File: config.mk
export PLATFORM = sky130hd
export DESIGN_NAME = fft_twgrp_agen
export DESIGN_NICKNAME = d
export VERILOG_FILES = /design/src/rtl/fft_agen_pkg.sv /design/src/rtl/agen_seq.sv /design/src/rtl/agen_rotr.sv /design/src/rtl/fft_twgrp_agen.sv
export SDC_FILE = /design/constraint.sdc
export NUM_CORES = 1
export LEC_CHECK = 0
export BUFFER_PORTS_ARGS = -buffer_cell sky130_fd_sc_hd__buf_4
export CAP_MARGIN = 20
export CORE_AREA = 2 2 39 41
export DETAILED_ROUTE_END_ITERATION = 7
export DIE_AREA = 0 0 41 43
export PLACE_DENSITY = 0.64
export SETUP_SLACK_MARGIN = 0.5
export SLEW_MARGIN = 25
export SYNTH_ARGS = -nofsm -noshare
export SYNTH_HDL_FRONTEND = slang
export SYNTH_SLANG_ARGS = --single-unit
File: constraint.sdc
create_clock -name clk -period 1.7 [get_ports clk]
set_input_delay 0.255 -clock clk [delete_from_list [all_inputs] [get_ports clk]]
set_output_delay 0.255 -clock clk [all_outputs]
set_load 0.02 [all_outputs]
File: src/rtl/fft_agen_pkg.sv
package fft_agen_pkg;

    typedef enum logic {
        AG_IDLE = 1'b0,
        AG_RUN  = 1'b1
    } ag_state_e;

    // per-cycle sequencing decisions
    typedef struct packed {
        logic adv;      // accepted step while running
        logic wrap_b;   // butterfly counter at its last value
        logic finish;   // last butterfly of last stage consumed
    } ag_ctl_t;

    function automatic int unsigned stage_bits(int unsigned lg);
        return (lg > 1) ? $clog2(lg) : 1;
    endfunction

endpackage

File: src/rtl/agen_seq.sv
module agen_seq
    import fft_agen_pkg::*;
#(
    parameter int unsigned LG = 4,
    parameter int unsigned SW = 2
) (
    input  logic          clk,
    input  logic          rst,
    input  logic          start,
    input  logic          step,
    output logic          busy,
    output logic          done,
    output logic [LG-2:0] bfly,
    output logic [SW-1:0] stage
);
    localparam int unsigned   BW = LG - 1;
    localparam logic [SW-1:0] LAST_STAGE = SW'(LG - 1);

    ag_state_e state_q;
    logic      done_q;
    logic [BW-1:0] bfly_q;
    logic [SW-1:0] stage_q;
    ag_ctl_t   ctl;

    always_comb begin
        ctl.adv    = (state_q == AG_RUN) && step;
        ctl.wrap_b = (bfly_q == {BW{1'b1}});
        ctl.finish = ctl.adv && ctl.wrap_b && (stage_q == LAST_STAGE);
    end

    always_ff @(posedge clk) begin
        if (rst) begin
            state_q <= AG_IDLE;
            done_q  <= 1'b0;
            bfly_q  <= '0;
            stage_q <= '0;
        end else begin
            done_q <= 1'b0;
            case (state_q)
                AG_IDLE: begin
                    if (start) begin
                        state_q <= AG_RUN;
                        bfly_q  <= '0;
                        stage_q <= '0;
                    end
                end
                AG_RUN: begin
                    if (ctl.finish) begin
                        state_q <= AG_IDLE;
                        done_q  <= 1'b1;
                        bfly_q  <= '0;
                        stage_q <= '0;
                    end else if (ctl.adv) begin
                        bfly_q <= bfly_q + 1'b1;
                        if (ctl.wrap_b)
                            stage_q <= stage_q + 1'b1;
                    end
                end
                default: state_q <= AG_IDLE;
            endcase
        end
    end

    assign busy  = (state_q == AG_RUN);
    assign done  = done_q;
    assign bfly  = bfly_q;
    assign stage = stage_q;

endmodule

File: src/rtl/agen_rotr.sv
module agen_rotr #(
    parameter int unsigned W  = 4,
    parameter int unsigned KW = 2
) (
    input  logic [W-1:0]  din,
    input  logic [KW-1:0] amt,
    output logic [W-1:0]  dout
);
    logic [W-1:0] cand [W];

    for (genvar r = 0; r < W; r++) begin : g_cand
        if (r == 0) begin : g_zero
            assign cand[r] = din;
        end else begin : g_rot
            assign cand[r] = {din[r-1:0], din[W-1:r]};
        end
    end

    always_comb begin
        dout = din;
        for (int r = 0; r < int'(W); r++) begin
            if (amt == KW'(r))
                dout = cand[r];
        end
    end

endmodule

File: src/rtl/fft_twgrp_agen.sv
module fft_twgrp_agen
    import fft_agen_pkg::*;
#(
    parameter int unsigned N  = 16,
    parameter int unsigned LG = $clog2(N),
    parameter int unsigned SW = stage_bits(LG)
) (
    input  logic          clk,
    input  logic          rst,
    input  logic          start,
    input  logic          step,
    output logic          busy,
    output logic          done,
    output logic [SW-1:0] stage_idx,
    output logic [LG-2:0] bfly_idx,
    output logic [LG-1:0] addr_s,
    output logic [LG-1:0] addr_t
);
    initial begin
        if ((N < 4) || ((N & (N - 1)) != 0))
            $error("N must be a power of two, at least 4");
    end

    logic [LG-2:0] bfly_w;
    logic [SW-1:0] stage_w;

    agen_seq #(.LG(LG), .SW(SW)) u_seq (
        .clk   (clk),
        .rst   (rst),
        .start (start),
        .step  (step),
        .busy  (busy),
        .done  (done),
        .bfly  (bfly_w),
        .stage (stage_w)
    );

    agen_rotr #(.W(LG), .KW(SW)) u_rot_s (
        .din  ({1'b0, bfly_w}),
        .amt  (stage_w),
        .dout (addr_s)
    );

    agen_rotr #(.W(LG), .KW(SW)) u_rot_t (
        .din  ({1'b1, bfly_w}),
        .amt  (stage_w),
        .dout (addr_t)
    );

    assign stage_idx = stage_w;
    assign bfly_idx  = bfly_w;

endmodule

=== Yosys cells after proc, flatten, opt, wreduce, memory -nomap -nowiden ===
Cells that the tools add are included.

* Flip-flop bits (word level): 7
* Input bits: 4
* Output and inout bits: 15
* Word-level logic and storage cells: 39

* Add/sub/neg operators: 2
* Equality and inequality tests: 7
* Multiplexer cells: 19
* Bitwise operators: 1
* Reduce and logical (&&, ||, !) cells: 6

{| class="wikitable"
|+ Operators with widths
! kind !! number
|-
| 2-to-1 mux 4 bit || 6
|-
| 2-to-1 mux 3 bit || 3
|-
| 2-to-1 mux 2 bit || 4
|-
| != test 3 bit (second input constant) || 2
|-
| one-hot mux 3 bit (2 select lines) || 1
|-
| equality test 2 bit (second input constant) || 2
|-
| one-hot mux 2 bit (2 select lines) || 1
|-
| adder 3 x 1 -> 3 bit (second input constant) || 1
|-
| equality test 3 bit (second input constant) || 1
|-
| logical AND 1 bit || 3
|-
| 2-to-1 mux 1 bit || 3
|-
| AND reduction 3 bit || 1
|-
| adder 2 x 1 -> 2 bit (second input constant) || 1
|-
| equality test 2 x 1 -> 1 bit (second input constant) || 1
|-
| != test 2 bit (second input constant) || 1
|-
| one-hot mux 1 bit (2 select lines) || 1
|-
| AND reduction 2 bit || 1
|-
| OR reduction 2 bit || 1
|-
| inverter 1 bit || 1
|}

=== Logic depth before layout (Yosys ltp) ===
Gate-level depths: netlist (run 1).

* Depth in word-level cells: 5
* Mapped depth: 6
* Depth with buffers taken out: 5

=== Modules after synthesis ===
A second synthesis (run 1) with hierarchy kept.

* Cell total of the unflattened synthesis: 46
* Area total of the unflattened synthesis: 540.5 µm²

{| class="wikitable"
|+ By module, submodules not included
! module !! times used !! cells each !! area each (µm²) !! seq. area each (µm²)
|-
| agen_seq || 1 || 36 || 322.8 || 140.1
|-
| agen_rotr || 2 || 4 || 105.1 || 0.0
|-
| fft_twgrp_agen || 1 || 2 || 7.5 || 0.0
|}

=== Worst setup path after synthesis (run 1) ===
OpenSTA, ideal clock, no wires.

* Kind: flip-flop to output port
* Start: register u_seq.stage_q[0], in the netlist u_seq.stage[0]
* End: output addr_s[3]
* Arrival time: 1.653 ns
* Data required time: 1.445 ns
* Path slack: -0.208 ns
* Cell stages (with the launch flop): 7
* Path buffers: 1
* Cell sequence: dfxtp_1 -> inv_1 -> ha_1 -> buf_2 -> and3b_1 -> a21oi_1 -> o21ai_0

* Longest elaborated chain between the ends: 4
* Elaborated cells on any way between the ends: 6
* Classes of those cells: 3 x eq/ne; 3 x mux

{| class="wikitable"
|+ RTL lines
! item !! RTL line !! source
|-
| from (decl) || agen_seq.sv:22 || <nowiki>logic [SW-1:0] stage_q;</nowiki>
|-
| from (signal assigned) || agen_seq.sv:56 || <nowiki>stage_q <= stage_q + 1'b1;</nowiki>
|-
| equality test 2 x 1 -> 1 bit || agen_rotr.sv:22 || <nowiki>if (amt == KW'(r))</nowiki>
|-
| 2-to-1 mux 4 bit (2 in series) || agen_rotr.sv:22 ||
|-
| 2-to-1 mux 4 bit * || agen_rotr.sv:22 ||
|-
| to (decl) || fft_twgrp_agen.sv:16 || <nowiki>output logic [LG-1:0] addr_s,</nowiki>
|}

Mark *: on every way between the ends. The rest lies on a longest branch, timed or not.

=== Worst setup path in the final report (run 1) ===
* Start: register u_seq.stage_q[0], in the netlist u_seq.stage[0]
* End: output addr_t[0]

* Longest elaborated chain between the ends: 4
* Elaborated cells on any way between the ends: 6
* Classes of those cells: 3 x eq/ne; 3 x mux

{| class="wikitable"
|+ RTL lines
! item !! RTL line !! source
|-
| equality test 2 x 1 -> 1 bit || agen_rotr.sv:22 ||
|-
| 2-to-1 mux 4 bit (2 in series) || agen_rotr.sv:22 ||
|-
| 2-to-1 mux 4 bit * || agen_rotr.sv:22 ||
|-
| to (decl) || fft_twgrp_agen.sv:17 || <nowiki>output logic [LG-1:0] addr_t</nowiki>
|}

Marks and branches as above.

==> results_dict.tcl, run 1 <==
set metrics [dict create \
    met3_length_um 56 \
    slew_headroom_pct 75.1 \
    gr-usage-all-layers_pct 17.8 \
    violations "negative setup slack" \
    rows 14 \
    fp.dieW_um 41 \
    detail_route.wl_per_cell_um 13.1 \
    powerDensity_nw_per_um2 374 \
    numCtsBuffers 3 \
    overflow 0 \
    routedLengthMet1_um 623 \
    clk_pin_slew_ns 0.05 \
    fin_nets 105 \
    floorplan.die_area_um2 1760 \
    synth_top_area_cell "dfxtp_1" \
    clk_latency_ns 0.25 \
    grt_start_max_net_pins 12 \
    path_depth 5 \
    ios 19 \
    critPathTopFamily "multiplexers" \
    syn_to_final_growth_pct 99.8 \
    finalClockSkew_ns 0.00216 \
    start_util_pct 36.9 \
    endpoint_kind "primary output" \
    die_h_um 43 \
    syn-cell-area_um2 510 \
    vdd_ir_drop_max_v 0.000322 \
    finalCriticalPeriod_ns 1.78 \
    vias 598 \
    numClockSinks 7 \
    critPathSlowestCell "dfxtp_4" \
    antenna_cells 0 \
    rsz0062_at_grt "yes" \
    synth_fp_nets 73 \
    hold_viol_final 0 \
    setup_viol 7 \
    dr.pass1.iters 4 \
    dr_wl_met2_um 773 \
    crit_chain "ha_4 -> mux2_4 -> mux2i_4 -> nand2b_1 -> buf_6" \
    top_layer "met4" \
    placed_area_um2 768 \
    rr_worst_depth 6 \
    syn_area_per_cell_um2 7.98 \
    worst_path_largest_cell_delay_ns 0.41 \
    drive_above_1_share_pct 74.7 \
    required_ns 1.44 \
    htree_num_levels 1 \
    synth_seq_cells 7 \
    drtIter0Drc 6 \
    gp_congestion 0.752 \
    ys_seq_area_share_pct 27.5 \
    synth_top_area_share_pct 27.5 \
    crit_type "reg2out" \
    via_per_inst 5.39 \
    finalWorstSetupSlack_ns -0.0802 \
    detail-route-antenna-nets 0 \
    grt_pass1_vias 523 \
    dp_hpwl_um 915 \
    grt_pass1_wl_um 2140 \
    cts-root-buf "clkbuf_4" \
    antenna_found_initial 0 \
    p_leak_nw 0.419 \
    drc_errors 0 \
    cp_max_fo 5 \
    cts_tree "built" \
    fmax_ghz 0.562 \
    io_buffers 18 \
    whs_path_depth 2 \
    yosys-top-cells-area "dfxtp_1 (27%), ha_1 (12%), mux2i_1 (7.8%)" \
    slew_violations 0 \
    status "complete, but fails checks" \
    dp_slack_ns 0.101 \
    finalInstanceArea_um2 1020 \
    ys_types 25 \
    cts-hold-fix-buffers 0 \
    synthCells 64 \
    fillers 107 \
    tightest_slew_ns 0.371 \
    start_kind "flop" \
    worstPathArrival_ns 1.53 \
    post-route-period-util_pct 105 \
    clockBufferDepth 2 \
    drv_cap 0 \
    worstHoldPathType "in2reg" \
    core_area_um2 1380 \
    totalWireLength_um 1460 \
    yosys_warnings 0 \
    cp_num_buf_inv 1 \
]
==> timing repair <==
action	CTS	global route
buffers inserted	3	8
gates resized for setup	9	25
setup endpoints to repair	14	16
pin swaps	2	8
==> final cells by class <==
type | instances | area, um^2 | share of cell area (%)
inverter | 2 | 12.5 | 1.23
sequential | 7 | 158 | 15.5
timing repair buffer | 31 | 270 | 26.5
tap | 16 | 20.0 | 1.96
multi-input combinational | 51 | 533 | 52.3
clock buffer | 4 | 26.3 | 2.58
==> state kept, by name, summed over array words and instances (netlist names) <==
register and count:
u_seq.bfly 3, u_seq.busy 1, u_seq.done 1, u_seq.stage 2
==> cell usage after synthesis <==
| master | count |
|---|---|
| buf_2 | 2 |
| mux2_2 | 1 |
| nor2_1 | 5 |
| nor3_1 | 3 |
| nand3_1 | 1 |
| and3b_1 | 1 |
| inv_1 | 2 |
| mux2i_1 | 4 |
| o21ai_0 | 3 |
| nand4_1 | 1 |
| ha_1 | 5 |
| nand2_2 | 1 |
| or3b_1 | 1 |
| clkbuf_1 | 1 |
| buf_4 | 1 |
| a21oi_1 | 5 |
| nand2_1 | 7 |
| nor2b_1 | 2 |
| a21oi_2 | 1 |
| o31ai_1 | 4 |
| nand2b_1 | 2 |
| dfxtp_1 | 7 |
| nor3b_1 | 1 |
| a32oi_1 | 1 |
| or3_1 | 2 |
==> placed cells by master (no fill, tap or decap) <==
master    instances
a21oi_2           4
nand3_2           1
buf_6            10
o21ai_2           3
dfxtp_1           1
nor2_2            1
or3b_4            1
buf_4            21
o31ai_1           2
or3_1             2
nor3b_2           1
nor2b_1           2
and3b_1           1
nand2b_1          2
dfxtp_4           4
ha_4              5
nor2_1            3
nand2_1           5
a32oi_1           1
clkbuf_1          1
inv_4             2
nor3_2            2
mux2_4            1
o31ai_4           2
nand4_1           1
nor2_4            1
nor3_1            1
a21oi_1           2
clkbuf_4          3
dfxtp_2           2
mux2i_2           2
mux2i_4           2
nand2_2           2
nand2_4           1
==> cell families after synthesis <==
kind of cell	count (synthesis)	share of synthesized area [%]
compound gates	14	17.2
fa+ha+maj	5	12.3
flops	7	27.5
buf+inv	6	5.64
mux	5	10.0
simple gates	27	27.5
==> where the power goes <==
part | leakage [nW] | total, mW | switching [mW] | internal (mW)
registers | 0.0607 | 0.173 | 0.00995 | 0.163
logic | 0.343 | 0.0564 | 0.0287 | 0.0276
clock network | 0.0150 | 0.153 | 0.0629 | 0.0897
total | 0.419 | 0.382 | 0.102 | 0.280
==> stage by stage <==
stage,setup TNS [ns],cells,hold WS (ns),util (%),power (mW)
2_1_floorplan,0,64,0.397,-,0.203
3_3_place_gp,0,96,0.474,55.5,0.221
3_5_place_dp,0,96,0.475,55.5,0.222
4_1_cts,-0.521,103,0.204,62.2,0.385
5_1_grt,-0.754,111,0.233,73.7,0.406
6_report,-0.303,111,0.223,73.7,0.382
==> final timing paths <==
check / from / to / slack [ns]
max: u_seq.stage[0] / addr_t[0] / -0.08
min: rst / u_seq.bfly[0] / 0.22
max reg2reg: u_seq.stage[1] / u_seq.bfly[0] / 0.27
min reg2reg: u_seq.bfly[0] / u_seq.bfly[0] / 0.55
==> per-layer routing <==
layer,vias up,global-route usage [%]
met2,15,28.7
met3,2,1.57
met1,289,21.6
met4,0,10.0
met5,-,0
li1,292,-
==> worst reg2reg max path: cells and delay by family, from the launching register on <==
kind	cells	cell delay [ns]
AO/OA/AOI/OAI	1	0.13
adder cells (fa/ha/maj)	1	0.18
buffers and inverters	2	0.26
flip-flops	1	0.36
AND/OR/NAND/NOR	2	0.44
(Power assumes the default switching activity.)
==> run 2: changes to the inputs <==
ABC_AREA = 1   (was default)
PLACE_DENSITY = 0.62   (was 0.64)
==> run 2 against run 1 <==
  * The run now ends clean
  * Synthesized cell count is 13% higher
  * Core utilization is 4.3 points lower
  * Wire length is 8.6% lower
  * Fmax is 6.2% higher
  * Design area is 5.9% lower
  * Clock-buffer cell count stayed put
  * Global-route usage is 0.55 points higher
  * Clock power is 5% lower
  * Sequential cell count stayed put
  * Combinational power is 81% higher
==> results_dict.tcl, run 2 <==
set metrics [dict create \
    finalCriticalPeriod_ns 1.68 \
    critPathSlowestCell "dfxtp_4" \
    cp_max_fo 5 \
    drc_errors 0 \
    final_cell_mix "buf_4 (20), inv_2 (7), nand3_2 (7), buf_6 (7), nand3_1 (6)" \
    io_buffers 18 \
    fin_setup_tns_ns 0 \
    fp.dieW_um 41 \
    cp-startpoint "u_seq.stage[1]" \
    drive_above_1_share_pct 73.1 \
    setup_viol 0 \
    finalInstanceArea_um2 960 \
    antenna_cells 0 \
    grt_pass1_wl_um 2210 \
    cts_tree "built" \
    synthMuxAreaShare_pct 0 \
    synth_seq_cells 7 \
    numPlacedInstances 106 \
    die_h_um 43 \
    worstPathArrival_ns 1.42 \
    htree_num_levels 1 \
    clk_latency_ns 0.25 \
    slew_violations 0 \
    worst_path_largest_cell_delay_ns 0.36 \
    totalWireLength_um 1330 \
    fillers 116 \
    multi_input_area_um2 463 \
    synthAdderAreaFrac_pct 12.7 \
    yosys-top-cells-area "dfxtp_1 (28%), nand3_1 (13%), ha_1 (13%)" \
    dp_slack_ns 0.226 \
    syn_to_final_growth_pct 94.7 \
    post-route-period-util_pct 98.6 \
    synth_top_area_share_pct 28.4 \
    finalWorstSetupSlack_ns 0.0240 \
    start_util_pct 35.6 \
    clk_pin_slew_ns 0.05 \
    yosys_warnings 0 \
    fmax_ghz 0.597 \
    rows 14 \
    clockBufferDepth 2 \
    required_ns 1.44 \
    r2r-start "u_seq.bfly[0]" \
    grt_start_max_net_pins 9 \
    rr_worst_depth 6 \
    endpoint_kind "primary output" \
    critical_path.endpoint "addr_s[1]" \
    synthCells 72 \
    worstHoldPathType "in2reg" \
    dp_hpwl_um 899 \
    tightest_slew_ns 0.241 \
    floorplan.die_area_um2 1760 \
    async_flop_share_pct 0 \
    synth_top_area_cell "dfxtp_1" \
    numCtsBuffers 3 \
    dr.pass1.iters 4 \
    layout.cells.non_filler 120 \
    drv_cap 0 \
    ys.flop_type "dfxtp_1" \
    ys_seq_area_share_pct 28.4 \
    crit_type "reg2out" \
    synth_top_family_by_area "simple AND/OR/NAND/NOR gates" \
    via_per_inst 4.83 \
    synth.most_common_cell "nand3_1" \
    powerDensity_nw_per_um2 448 \
    placed_area_um2 722 \
    layout_commonest_cell "buf_4" \
    antenna_found_initial 0 \
    syn_area_per_cell_um2 6.85 \
    yosys.area_share.simple_pct 31.0 \
    vdd_ir_drop_max_v 0.000377 \
    core_area_um2 1380 \
    cts-root-buf "clkbuf_4" \
    largest_reg_flops 3 \
    slew_headroom_pct 83.9 \
    rsz0062_at_grt "yes" \
    hold_viol_final 0 \
    gr-usage-all-layers_pct 18.3 \
    detail-route-antenna-nets 0 \
    crit_chain "inv_2 -> ha_4 -> or2_1 -> o21ai_2 -> buf_4 -> o22ai_4 -> buf_6" \
    start_kind "flop" \
    synthTopCellsByCount "nand3_1 (13), inv_1 (12), nand2_1 (8), o21ai_0 (8), dfxtp_1 (7)" \
    syn-cell-area_um2 493 \
    numClockSinks 7 \
    ios 19 \
    p_leak_nw 0.443 \
    drtIter0Drc 1 \
    synth-edff-count 0 \
    synth_fp_nets 81 \
    ys_types 15 \
    synth_compound_gate_area_share_pct 18.0 \
    r2r-end "u_seq.done" \
    overflow 0 \
    vias 579 \
    status "finished, final reports clean" \
    grt_pass1_vias 557 \
    register_area_um2 155 \
    gp_congestion 0.743 \
    cts-hold-fix-buffers 0 \
    finalClockSkew_ns 0.00409 \
    reg2reg_setup_slack_ns 0.45 \
    fin_nets 114 \
    detail_route.wl_per_cell_um 11.1 \
    synth_xor_xnor_area_share_pct 0 \
    worstHoldStart "rst" \
]
[run 2: changes by cell type after synthesis, sizes merged, moves of 4 or more]
cell	before	now
o31ai	4	0
nand3	1	13
o21ai	3	8
inv	2	13
mux2i	4	0
[run 2: where the power goes]
part | internal, mW | switching (mW)
Clock | 0.0892 | 0.0562
Combinational | 0.0456 | 0.0565
Sequential | 0.168 | 0.0146
Total | 0.303 | 0.127
[run 2: stage by stage]
stage	util [%]	hold slack [ns]	total power, mW
3_3_place_gp	52.2	0.448	0.267
6_report	69.3	0.200	0.430
3_5_place_dp	52.2	0.450	0.267
5_1_grt	69.3	0.197	0.457
2_1_floorplan	-	0.314	0.230
4_1_cts	66.0	0.180	0.433
[run 2: cell families after synthesis]
kind of cell,count (synthesis)
buffers and inverters,13
AO/OA/AOI/OAI,16
AND/OR/NAND/NOR,31
flip-flops,7
adder cells (fa/ha/maj),5
[run 2: worst min-delay path by stage]
| stage | to | slack [ns] | cells past startpoint |
|---|---|---|---|
| floorplan | u_seq.stage[1] | 0.31 | 1 |
| global placement | u_seq.stage[1] | 0.45 | 2 |
| detailed placement | u_seq.stage[1] | 0.45 | 2 |
| CTS | u_seq.stage[1] | 0.18 | 2 |
| global route | u_seq.stage[1] | 0.20 | 2 |
| finish | u_seq.stage[1] | 0.20 | 2 |
[run 2: worst max-delay path, delay by kind of cell (launching register included)]
kind / cells / cell delay [ns]
adders and majority gates: 1 / 0.16
AOI/OAI and AO/OA: 2 / 0.12
buffers and inverters: 3 / 0.30
and+or+nand+nor: 1 / 0.22
DFF: 1 / 0.36
[run 2: area by class of cell]
cell class / instances / share of cell area (%)
well taps: 16 / 2.09
inverters: 13 / 5.35
multi-input cells: 52 / 48.2
repair buffers: 28 / 25.4
flip-flops and latches: 7 / 16.2
clock buffers: 4 / 2.74
[run 2: what timing repair did]
action,CTS,global route
gates resized for setup,30,7
pin swaps,6,5
endpoints found under the setup margin,12,15
buffers inserted,7,3
[run 2: layer usage]
| layer | GRT usage [%] | vias to the layer above | part of all wire, % |
|---|---|---|---|
| li1 | - | 307 | - |
| met1 | 20.4 | 251 | 41 |
| met2 | 30.6 | 19 | 53 |
| met3 | 3.14 | 2 | 5.3 |
| met4 | 10.0 | 0 | 0.90 |
| met5 | 0 | - | 0 |
